File: config.mk
export PLATFORM = sky130hd
export DESIGN_NAME = ramdac_ctl
export DESIGN_NICKNAME = d
export VERILOG_FILES = /design/src/rtl/rdc_pkg.sv /design/src/rtl/rdc_decode.sv /design/src/rtl/rdc_regs.sv /design/src/rtl/rdc_cursor.sv /design/src/rtl/ramdac_ctl.sv
export SDC_FILE = /design/constraint.sdc
export NUM_CORES = 1
export LEC_CHECK = 0
export BUFFER_PORTS_ARGS = -buffer_cell sky130_fd_sc_hd__buf_4
export CORE_UTILIZATION = 40
export CTS_CLUSTER_SIZE = 8
export DETAILED_ROUTE_END_ITERATION = 7
export GPL_TIMING_DRIVEN = 0
export SETUP_SLACK_MARGIN = 0.5
export SYNTH_ARGS = -nofsm -noshare
export SYNTH_HDL_FRONTEND = slang
export SYNTH_SLANG_ARGS = --single-unit
File: constraint.sdc
create_clock -name clk -period 2.3 [get_ports clk]
set_clock_uncertainty 0.05 [all_clocks]
set_input_delay 0.115 -clock clk [delete_from_list [all_inputs] [get_ports clk]]
set_output_delay 0.115 -clock clk [all_outputs]
set_load 0.02 [all_outputs]
File: src/rtl/rdc_pkg.sv
package rdc_pkg;

    localparam int DW = 8;
    localparam int AW = 10;
    localparam int SW = 4;
    localparam int VW = 3;
    localparam int YOFF_W = 7;
    localparam int CUR_SMALL = 32;

    localparam logic [SW-1:0] SEL_ADDR = 4'b0000;
    localparam logic [SW-1:0] SEL_CMD0 = 4'b0110;
    localparam logic [SW-1:0] SEL_CMD1 = 4'b1000;
    localparam logic [SW-1:0] SEL_CMD2 = 4'b1001;
    localparam logic [SW-1:0] SEL_EXT  = 4'b1010;

    localparam int EXT_STAT   = 'h000;
    localparam int EXT_CMD3   = 'h001;
    localparam int EXT_CMD4   = 'h002;
    localparam int EXT_SIG_LO = 'h020;
    localparam int EXT_SIG_HI = 'h022;

    localparam int EN_BIT    = 7;
    localparam int WIDE_BIT  = 1;
    localparam int BIG_BIT   = 2;

    typedef enum logic [VW-1:0] {
        VAR_OLD_A = 3'd0,
        VAR_OLD_B = 3'd1,
        VAR_MID_A = 3'd2,
        VAR_MID_B = 3'd3,
        VAR_TOP   = 3'd4
    } variant_e;

    typedef struct packed {
        logic addr;
        logic cmd0;
        logic cmd1;
        logic cmd2;
        logic cmd3;
        logic cmd4;
    } wr_en_t;

    typedef enum logic [3:0] {
        RD_ZERO,
        RD_ADDR,
        RD_CMD0,
        RD_CMD1,
        RD_CMD2,
        RD_CMD3,
        RD_CMD4,
        RD_STAT,
        RD_ONES
    } rd_src_e;

    function automatic logic [DW-1:0] variant_id(input logic [VW-1:0] v);
        case (v)
            VAR_OLD_A: return 8'h80;
            VAR_OLD_B: return 8'h40;
            VAR_MID_A: return 8'hA0;
            VAR_MID_B: return 8'hD0;
            VAR_TOP:   return 8'h20;
            default:   return 8'h00;
        endcase
    endfunction

    function automatic logic has_ext(input logic [VW-1:0] v);
        return v >= VAR_MID_A;
    endfunction

    function automatic logic has_cmd4(input logic [VW-1:0] v);
        return v == VAR_TOP;
    endfunction

endpackage

File: src/rtl/rdc_decode.sv
module rdc_decode
    import rdc_pkg::*;
#(
    parameter int ADDR_W = AW,
    parameter int SEL_W  = SW
) (
    input  logic [SEL_W-1:0]  sel_i,
    input  logic              wr_i,
    input  logic              ext_en_i,
    input  logic [VW-1:0]     variant_i,
    input  logic [ADDR_W-1:0] addr_i,
    output wr_en_t            we_o,
    output rd_src_e           src_o
);

    logic ext_open;
    logic is_sig;

    assign ext_open = ext_en_i && has_ext(variant_i);
    assign is_sig   = (addr_i >= ADDR_W'(EXT_SIG_LO)) && (addr_i <= ADDR_W'(EXT_SIG_HI));

    always_comb begin
        we_o  = '0;
        src_o = RD_ZERO;
        case (sel_i)
            SEL_ADDR: begin
                we_o.addr = wr_i;
                src_o     = RD_ADDR;
            end
            SEL_CMD0: begin
                we_o.cmd0 = wr_i;
                src_o     = RD_CMD0;
            end
            SEL_CMD1: begin
                we_o.cmd1 = wr_i;
                src_o     = RD_CMD1;
            end
            SEL_CMD2: begin
                we_o.cmd2 = wr_i;
                src_o     = RD_CMD2;
            end
            SEL_EXT: begin
                if (!ext_open) begin
                    src_o = RD_STAT;
                end else if (addr_i == ADDR_W'(EXT_STAT)) begin
                    src_o = RD_STAT;
                end else if (addr_i == ADDR_W'(EXT_CMD3)) begin
                    we_o.cmd3 = wr_i;
                    src_o     = RD_CMD3;
                end else if (addr_i == ADDR_W'(EXT_CMD4) && has_cmd4(variant_i)) begin
                    we_o.cmd4 = wr_i;
                    src_o     = RD_CMD4;
                end else if (is_sig && has_cmd4(variant_i)) begin
                    src_o = RD_ONES;
                end
            end
            default: begin
                src_o = RD_ZERO;
            end
        endcase
    end

endmodule

File: src/rtl/rdc_regs.sv
module rdc_regs
    import rdc_pkg::*;
#(
    parameter int DATA_W = DW,
    parameter int ADDR_W = AW
) (
    input  logic              clk,
    input  logic              rst,
    input  logic [VW-1:0]     variant_i,
    input  wr_en_t            we_i,
    input  logic [DATA_W-1:0] wdata_i,
    output logic [ADDR_W-1:0] addr_q,
    output logic [DATA_W-1:0] cmd0_q,
    output logic [DATA_W-1:0] cmd1_q,
    output logic [DATA_W-1:0] cmd2_q,
    output logic [DATA_W-1:0] cmd3_q,
    output logic [DATA_W-1:0] cmd4_q,
    output logic [DATA_W-1:0] status_q
);

    localparam int HI_W = ADDR_W - DATA_W;

    always_ff @(posedge clk) begin
        if (rst) begin
            addr_q   <= '0;
            cmd0_q   <= '0;
            cmd1_q   <= '0;
            cmd2_q   <= '0;
            cmd3_q   <= '0;
            cmd4_q   <= '0;
            status_q <= variant_id(variant_i);
        end else begin
            if (we_i.addr) addr_q <= {{HI_W{1'b0}}, wdata_i};
            if (we_i.cmd0) cmd0_q <= wdata_i;
            if (we_i.cmd1) cmd1_q <= wdata_i;
            if (we_i.cmd2) cmd2_q <= wdata_i;
            if (we_i.cmd4) cmd4_q <= wdata_i;
            if (we_i.cmd3) begin
                cmd3_q <= wdata_i;
                if (wdata_i[BIG_BIT])
                    addr_q[ADDR_W-1:DATA_W] <= wdata_i[HI_W-1:0];
            end
        end
    end

    // a large-cursor register 3 write loads only the address high bits
    p_cmd3_addr_hi_r11: assert property (@(posedge clk) disable iff (rst)
        (we_i.cmd3 && wdata_i[BIG_BIT]) |=>
            (addr_q[DATA_W-1:0] == $past(addr_q[DATA_W-1:0])) &&
            (addr_q[ADDR_W-1:DATA_W] == $past(wdata_i[HI_W-1:0])));

    // a direct address write clears the high bits
    p_addr_load_r4: assert property (@(posedge clk) disable iff (rst)
        we_i.addr |=> (addr_q[ADDR_W-1:DATA_W] == '0) &&
                      (addr_q[DATA_W-1:0] == $past(wdata_i)));

    // identification byte matches the variant and never changes
    p_status_fixed_r6: assert property (@(posedge clk) disable iff (rst)
        1'b1 |=> (status_q == variant_id(variant_i)) && $stable(status_q));

endmodule

File: src/rtl/rdc_cursor.sv
module rdc_cursor
    import rdc_pkg::*;
#(
    parameter int DATA_W = DW
) (
    input  logic [VW-1:0]     variant_i,
    input  logic [DATA_W-1:0] cmd3_i,
    output logic              big_o,
    output logic [YOFF_W-1:0] yoff_o
);

    assign big_o  = has_ext(variant_i) && cmd3_i[BIG_BIT];
    assign yoff_o = big_o ? '0 : YOFF_W'(CUR_SMALL);

endmodule

File: src/rtl/ramdac_ctl.sv
module ramdac_ctl
    import rdc_pkg::*;
(
    input  logic              clk,
    input  logic              rst,
    input  logic [2:0]        variant_i,
    input  logic [3:0]        sel_i,
    input  logic              wr_i,
    input  logic              rd_i,
    input  logic [7:0]        wdata_i,
    output logic [7:0]        rdata_o,
    output logic [9:0]        addr_o,
    output logic              pal_wide_o,
    output logic              cursor_big_o,
    output logic [6:0]        cursor_yoff_o
);

    wr_en_t  we;
    rd_src_e src;
    logic [AW-1:0] addr_q;
    logic [DW-1:0] cmd0_q, cmd1_q, cmd2_q, cmd3_q, cmd4_q, status_q;
    logic [DW-1:0] rd_mux;

    rdc_decode #(.ADDR_W(AW), .SEL_W(SW)) u_decode (
        .sel_i     (sel_i),
        .wr_i      (wr_i),
        .ext_en_i  (cmd0_q[EN_BIT]),
        .variant_i (variant_i),
        .addr_i    (addr_q),
        .we_o      (we),
        .src_o     (src)
    );

    rdc_regs #(.DATA_W(DW), .ADDR_W(AW)) u_regs (
        .clk       (clk),
        .rst       (rst),
        .variant_i (variant_i),
        .we_i      (we),
        .wdata_i   (wdata_i),
        .addr_q    (addr_q),
        .cmd0_q    (cmd0_q),
        .cmd1_q    (cmd1_q),
        .cmd2_q    (cmd2_q),
        .cmd3_q    (cmd3_q),
        .cmd4_q    (cmd4_q),
        .status_q  (status_q)
    );

    rdc_cursor #(.DATA_W(DW)) u_cursor (
        .variant_i (variant_i),
        .cmd3_i    (cmd3_q),
        .big_o     (cursor_big_o),
        .yoff_o    (cursor_yoff_o)
    );

    always_comb begin
        case (src)
            RD_ADDR: rd_mux = addr_q[DW-1:0];
            RD_CMD0: rd_mux = cmd0_q;
            RD_CMD1: rd_mux = cmd1_q;
            RD_CMD2: rd_mux = cmd2_q;
            RD_CMD3: rd_mux = cmd3_q;
            RD_CMD4: rd_mux = cmd4_q;
            RD_STAT: rd_mux = status_q;
            RD_ONES: rd_mux = '1;
            default: rd_mux = '0;
        endcase
    end

    assign rdata_o    = rd_i ? rd_mux : '0;
    assign addr_o     = addr_q;
    assign pal_wide_o = cmd0_q[WIDE_BIT];

    // at most one register takes a write per cycle
    p_we_onehot_r13: assert property (@(posedge clk) disable iff (rst)
        $onehot0(we));

    // a write through a closed extended path leaves the extended state alone
    p_ext_closed_r5: assert property (@(posedge clk) disable iff (rst)
        (wr_i && sel_i == SEL_EXT && !(cmd0_q[EN_BIT] && has_ext(variant_i))) |=>
            $stable(cmd3_q) && $stable(cmd4_q) && $stable(addr_q));

    // palette width follows the written bit 1 one cycle later
    p_pal_mode_r2: assert property (@(posedge clk) disable iff (rst)
        (wr_i && sel_i == SEL_CMD0) |=> (pal_wide_o == $past(wdata_i[WIDE_BIT])));

    // older variants keep the small cursor
    p_old_cursor_r12: assert property (@(posedge clk) disable iff (rst)
        !has_ext(variant_i) |-> (!cursor_big_o && cursor_yoff_o == 7'd32));

    // large cursor carries no Y offset
    p_big_yoff_r10: assert property (@(posedge clk) disable iff (rst)
        cursor_big_o |-> (cursor_yoff_o == 7'd0));

endmodule

Word level (Yosys, flattened, before mapping)
Cells that the tools add are included.
{"block": "classes", "mux": 23, "n_lt_le_gt_ge": 3, "reduce_logical": 8, "n_eq_ne": 18}
{"op": "one-hot mux 8 bit (8 select lines)", "n": 1}
{"op": "one-hot mux 8 bit (5 select lines)", "n": 1}
{"op": "equality test 4 x 3 -> 1 bit, second input constant", "n": 5}
{"op": "2-to-1 mux 4 bit", "n": 5}
{"op": "one-hot mux 4 bit (5 select lines)", "n": 1}
{"op": "equality test 4 bit, second input constant", "n": 4}
{"op": "equality test 10 x 1 -> 1 bit, second input constant", "n": 1}
{"op": "equality test 10 x 2 -> 1 bit, second input constant", "n": 1}
{"op": ">= comparator 10 x 6 -> 1 bit, second input constant", "n": 1}
{"op": "<= comparator 10 x 6 -> 1 bit, second input constant", "n": 1}
{"op": "logical NOT 10 bit", "n": 1}
{"op": "2-to-1 mux 10 bit", "n": 1}
{"op": "2-to-1 mux 2 bit", "n": 5}
{"op": "equality test 4 x 2 -> 1 bit, second input constant", "n": 2}
{"op": "2-to-1 mux 8 bit", "n": 1}
{"op": "2-to-1 mux 1 bit", "n": 7}
{"op": "equality test 3 x 2 -> 1 bit, second input constant", "n": 2}
{"op": "2-to-1 mux 6 bit", "n": 1}
{"op": "logical AND 1 bit", "n": 5}
{"op": "equality test 4 x 1 -> 1 bit, second input constant", "n": 1}
{"op": "logical NOT 4 bit", "n": 1}
{"op": "equality test 3 x 1 -> 1 bit, second input constant", "n": 1}
{"op": "equality test 3 bit, second input constant", "n": 1}
{"op": ">= comparator 3 x 2 -> 1 bit, second input constant", "n": 1}
{"op": "logical NOT 3 bit", "n": 1}
{"block": "word_totals", "elab_cells": 60, "out_inout_bits": 27, "reg_bits": 58, "input_bits": 19}

Longest topological paths before layout
{"block": "logic_depth", "depth_word": 12, "depth_mapped": 7, "ltp_nobuf": 5}

Hierarchy
A second synthesis with hierarchy kept.
{"block": "hier_totals", "hier_cells": 321, "hier_area_um2": 2969.1}
{"module": "rdc_regs", "cells_each": 181, "seq_area_each_um2": 1121.1, "instances": 1, "area_per_inst_um2": 1981.9}
{"module": "ramdac_ctl", "cells_each": 93, "seq_area_each_um2": 0.0, "instances": 1, "area_per_inst_um2": 648.1}
{"module": "rdc_decode", "cells_each": 38, "seq_area_each_um2": 0.0, "instances": 1, "area_per_inst_um2": 277.8}
{"module": "rdc_cursor", "cells_each": 9, "seq_area_each_um2": 0.0, "instances": 1, "area_per_inst_um2": 61.3}

Least setup slack after synthesis
Ideal clock, no wire load.
{"block": "synth_path", "kind": "flip-flop to output port", "startpoint": "reg u_regs.addr_q[5]", "endpoint": "out rdata_o[4]", "arrival_time_ps": 1824, "path_buffers": 0, "setup_slack_ps": 311, "t_required_ps": 2135, "path_stages_with_launch": 6, "path_cell_list": "dfxtp_1 -> nor4_4 -> nand4_4 -> nor2_1 -> a211oi_1 -> a21oi_1"}
{"block": "synth_between", "elab_chain_cells": 12, "word_cells_on_any_way": 24, "classes_between": "order compare: 2; eq/ne: 10; mux: 8; reduce/logical: 4"}
{"element": "start: declaration", "line": "rdc_regs.sv:12", "rtl": "output logic [ADDR_W-1:0] addr_q,"}
{"element": "start signal: assignment", "line": "rdc_regs.sv:33", "rtl": "if (we_i.addr) addr_q <= {{HI_W{1'b0}}, wdata_i};"}
{"element": "start signal: indexed assignment", "line": "rdc_regs.sv:41", "rtl": "addr_q[ADDR_W-1:DATA_W] <= wdata_i[HI_W-1:0];"}
{"element": ">= comparator 10 x 6 -> 1 bit / <= comparator 10 x 6 -> 1 bit (equally long branches)", "line": "rdc_decode.sv:20", "rtl": "assign is_sig = (addr_i >= ADDR_W'(EXT_SIG_LO)) && (addr_i <= ADDR_W'(EXT_SIG_HI));"}
{"element": "logical AND 1 bit", "line": "rdc_decode.sv:20"}
{"element": "logical AND 1 bit", "line": "rdc_decode.sv:53", "rtl": "end else if (is_sig && has_cmd4(variant_i)) begin"}
{"element": "2-to-1 mux 4 bit", "line": "rdc_decode.sv:53"}
{"element": "2-to-1 mux 4 bit", "line": "rdc_decode.sv:50", "rtl": "end else if (addr_i == ADDR_W'(EXT_CMD4) && has_cmd4(variant_i)) begin"}
{"element": "2-to-1 mux 4 bit", "line": "rdc_decode.sv:47", "rtl": "end else if (addr_i == ADDR_W'(EXT_CMD3)) begin"}
{"element": "2-to-1 mux 4 bit (*)", "line": "rdc_decode.sv:45", "rtl": "end else if (addr_i == ADDR_W'(EXT_STAT)) begin"}
{"element": "2-to-1 mux 4 bit (*)", "line": "rdc_decode.sv:43", "rtl": "if (!ext_open) begin"}
{"element": "one-hot mux 4 bit (5 select lines) (*)", "line": "rdc_decode.sv:25", "rtl": "case (sel_i)"}
{"element": "equality test 4 bit, or another cell as far along", "line": "ramdac_ctl.sv:57", "rtl": "case (src)"}
{"element": "one-hot mux 8 bit (8 select lines) (*)", "line": "ramdac_ctl.sv:57"}
{"element": "2-to-1 mux 8 bit (*)", "line": "ramdac_ctl.sv:70", "rtl": "assign rdata_o = rd_i ? rd_mux : '0;"}
{"element": "end: declaration", "line": "ramdac_ctl.sv:11", "rtl": "output logic [7:0] rdata_o,"}
Every way passes the cells marked *; elsewhere a longest branch is shown, timed or not.

Worst setup path in the final report
{"block": "layout_path", "startpoint": "reg u_regs.addr_q[8]", "endpoint": "out rdata_o[2]"}
The elaborated chain is that of the path after synthesis.

==> run_results.csv <==
group,metric,value,unit
worst_hold_path,min_from,"wdata_i[7]",
timing,timing.setup.tns,0,ns
power,power_density,484.4,mW/mm^2
yosys,synthCells,318,
placement,post-dp-hpwl,5580,um
timing,finalHoldViolations,0,
final_layout,final_common_cell,"buf_4",
final_layout,fin_cells,468,
worst_hold_path,min_to,"u_regs.cmd3_q[7]",
yosys,postSynthAreaPerCell,8.758,sq um
worst_setup_path,r2r-end,"u_regs.cmd3_q[5]",
timing,worst-slew-pin-transition,0.7768,ns
yosys,synth_edf_count,4,
yosys,seq_area_frac_synth,40.25,%
worst_setup_path,r2r-start,"u_regs.addr_q[8]",
placement,gp_congestion,0.7750,
cts,root_buffer,"clkbuf_8",
worst_setup_path,startpoint_type,"flip-flop",
floorplanning,coreArea,0.006756,sq mm
floorplanning,die_h,85.45,um
route,drt_iter0_markers,132,
cts,cts_sinks,54,
timing,rsz0062_at_grt,"yes",
yosys,ys_ff_latch,54,
worst_hold_path,min_path_cells,3,
timing,timing.final.crit_share,99.99,%
timing,period_needed,2.300,ns
floorplanning,die_w,85.45,um
yosys,synth_cell_types,46,
cts,tritoncts,"yes",
placement,port-buffer-count,37,
yosys,ys_async_sr_fraction,0,%
final_layout,final_cell_mix,"buf_4, nor2_1, dfxtp_1, nand2_1, mux2i_1",
cts,insertion_delay,0.31,ns
timing,fmax,0.4348,GHz
route,wirelength,8118,um
floorplanning,fp-row-count,30,
power,ir_drop,0.2652,mV
yosys,synth_warnings,0,
final_layout,diodes,0,
run_status,outcome,"finished, final reports clean",
worst_setup_path,cp.arrival,2.13,ns
timing,slew_headroom,47.73,%
cts,cts_buffers,5,
global_route,grt_pass1_wl,12400,um
yosys,synth_ff_type,"dfxtp_1",
route,vias,2581,
floorplanning,top_level_ports,46,
global_route,overflow,0,
global_route,track_usage,22.41,%
placement,dp.cells,440,
final_layout,final_nets,406,
cts,clock_path_buffers,2,
route,drt-pass1-iter-count,4,
global_route,antenna_found_initial,0,
yosys,synth_area,0.002785,sq mm
worst_hold_path,holdCritPathClass,"in2reg",
worst_setup_path,reg2reg_depth,10,
route,post-route-drc-count,0,
floorplanning,initial_core_util,41.22,%
worst_setup_path,path_max_fanout,8,
route,viasPerCell,5.515,
cts,cts.clk_slew.worst_paths,0.10,ns
timing,slew_viol_final,0,
route,postRouteAntennaNets,0,
power,p_leak,1.432,nW
worst_setup_path,rrSetupSlack,0.25,ns
route,post_drt_wl_per_cell,17.35,um
global_route,grt_max_degree,17,
run,cap_viol_max_count,0,
worst_setup_path,required,2.13,ns
floorplanning,dieArea,0.007301,sq mm
worst_setup_path,cp-end-kind,"output pin",
timing,setup-violations-final,0,
final_layout,drive_above_1_share,32.99,%
final_layout,area_growth,34.23,%
worst_setup_path,path_class,"reg2out",
cts,htree_levels,2,
global_route,grt_pass1_vias,2356,
-- worst max-delay path: stages (launching register included) --
cell     delay (ns)
dfxtp_4        0.36
nor4_4         0.25
buf_4          0.17
buf_4          0.12
buf_6          0.09
nand4_4        0.12
nor2_4         0.24
nand2_1        0.13
a31oi_4        0.19
buf_6          0.14
-- cell type report --
type	instances	area, sq um
Timing Repair Buffer	57	514.2
Buffer	24	138.9
Clock buffer	8	111.4
Fill cell	613	3018
Inverter	4	15.01
Tap cell	80	100.1
Sequential cell	54	1147
Multi-Input combinational cell	241	1712
-- Yosys cell counts (3+ instances only) --
library cell	number	area share [%]
a31oi_1	5	1.1
mux2i_1	32	12
nand2_1	39	5.3
o211ai_1	5	1.3
nor3_1	4	0.72
o21ai_0	7	1.3
a21boi_0	4	1.1
inv_1	4	0.54
buf_2	3	0.54
nand3_1	11	2.0
dfxtp_1	50	36
a211oi_1	8	2.2
nand4_1	5	1.1
a22oi_1	8	2.2
nor2_1	45	6.1
clkbuf_1	11	1.5
mux2_2	8	3.2
a21oi_1	23	4.1
nor3b_1	3	0.81
and3_1	4	0.90
buf_4	7	1.9
edfxtp_1	4	4.3
-- metrics by stage --
step	setup WS [ns]	power [mW]	hold WS, ns	util [%]	instance area (sq um)
2_1_floorplan	0.4611	1.099	0.1775	-	2877
3_3_place_gp	0.06157	1.178	0.3091	48.17	3254
3_5_place_dp	0.03947	1.179	0.3150	48.17	3254
4_1_cts	0.03232	1.810	0.04219	53.30	3601
5_1_grt	-0.09250	1.874	0.03236	55.33	3739
6_report	0.0001528	1.811	0.04053	55.33	3739
-- worst max path at each step --
stage                       to  slack (ns)  cells past startpoint              from
detailed placement  rdata_o[2]        0.04                      6  u_regs.cmd0_q[7]
finish              rdata_o[2]      0.0002                      9  u_regs.addr_q[8]
global route        rdata_o[2]       -0.09                      9  u_regs.addr_q[8]
global placement    rdata_o[6]        0.06                      6  u_regs.addr_q[5]
floorplan           rdata_o[0]        0.46                      5  u_regs.addr_q[5]
CTS                 rdata_o[6]        0.03                      8  u_regs.addr_q[8]
-- layer usage --
| layer | GRT usage [%] | up-vias | share of wire, % |
|---|---|---|---|
| met5 | 0 | - | 0 |
| met4 | 5.909 | 0 | 1.6 |
| met3 | 3.307 | 11 | 4.6 |
| met2 | 36.73 | 69 | 48 |
| met1 | 30.87 | 1238 | 46 |
| li1 | - | 1263 | - |
-- sequential cells by signal (all words and copies together) (netlist names) --
| name | count |
|---|---|
| u_regs.addr_q | 10 |
| u_regs.cmd0_q | 8 |
| u_regs.cmd1_q | 8 |
| u_regs.cmd2_q | 8 |
| u_regs.cmd3_q | 8 |
| u_regs.cmd4_q | 8 |
| u_regs.status_q | 4 |
-- cell families (layout without fill, tap and decap cells) --
group / Yosys count / count (layout) / synth area share, %
AND/OR/NAND/NOR: 128 / 128 / 23.85
AO/OA/AOI/OAI: 66 / 66 / 15.59
flip-flops: 54 / 54 / 40.25
multiplexers: 40 / 40 / 14.74
buffers and inverters: 28 / 93 / 5.121
other: 1 / 6 / 0.1346
XOR/XNOR: 1 / 1 / 0.3145
-- power by group --
| group | switching, mW | internal, mW | leakage, nW | total, mW |
|---|---|---|---|---|
| logic | 0.135 | 0.0888 | 0.927 | 0.224 |
| clock network | 0.312 | 0.312 | 0.0566 | 0.624 |
| registers | 0.00912 | 0.954 | 0.449 | 0.963 |
-- what timing repair did --
| action | in CTS | in global routing |
|---|---|---|
| resized for setup | 16 | 24 |
| setup endpoints to repair | 26 | 25 |
| endpoints found under the hold margin | 4 | 0 |
| setup buffers | 14 | 5 |
| cloned | 0 | 0 |
| pin swaps | 16 | 8 |
| hold buffers | 1 | 0 |
No activity file was read; power rests on OpenSTA's default activity.
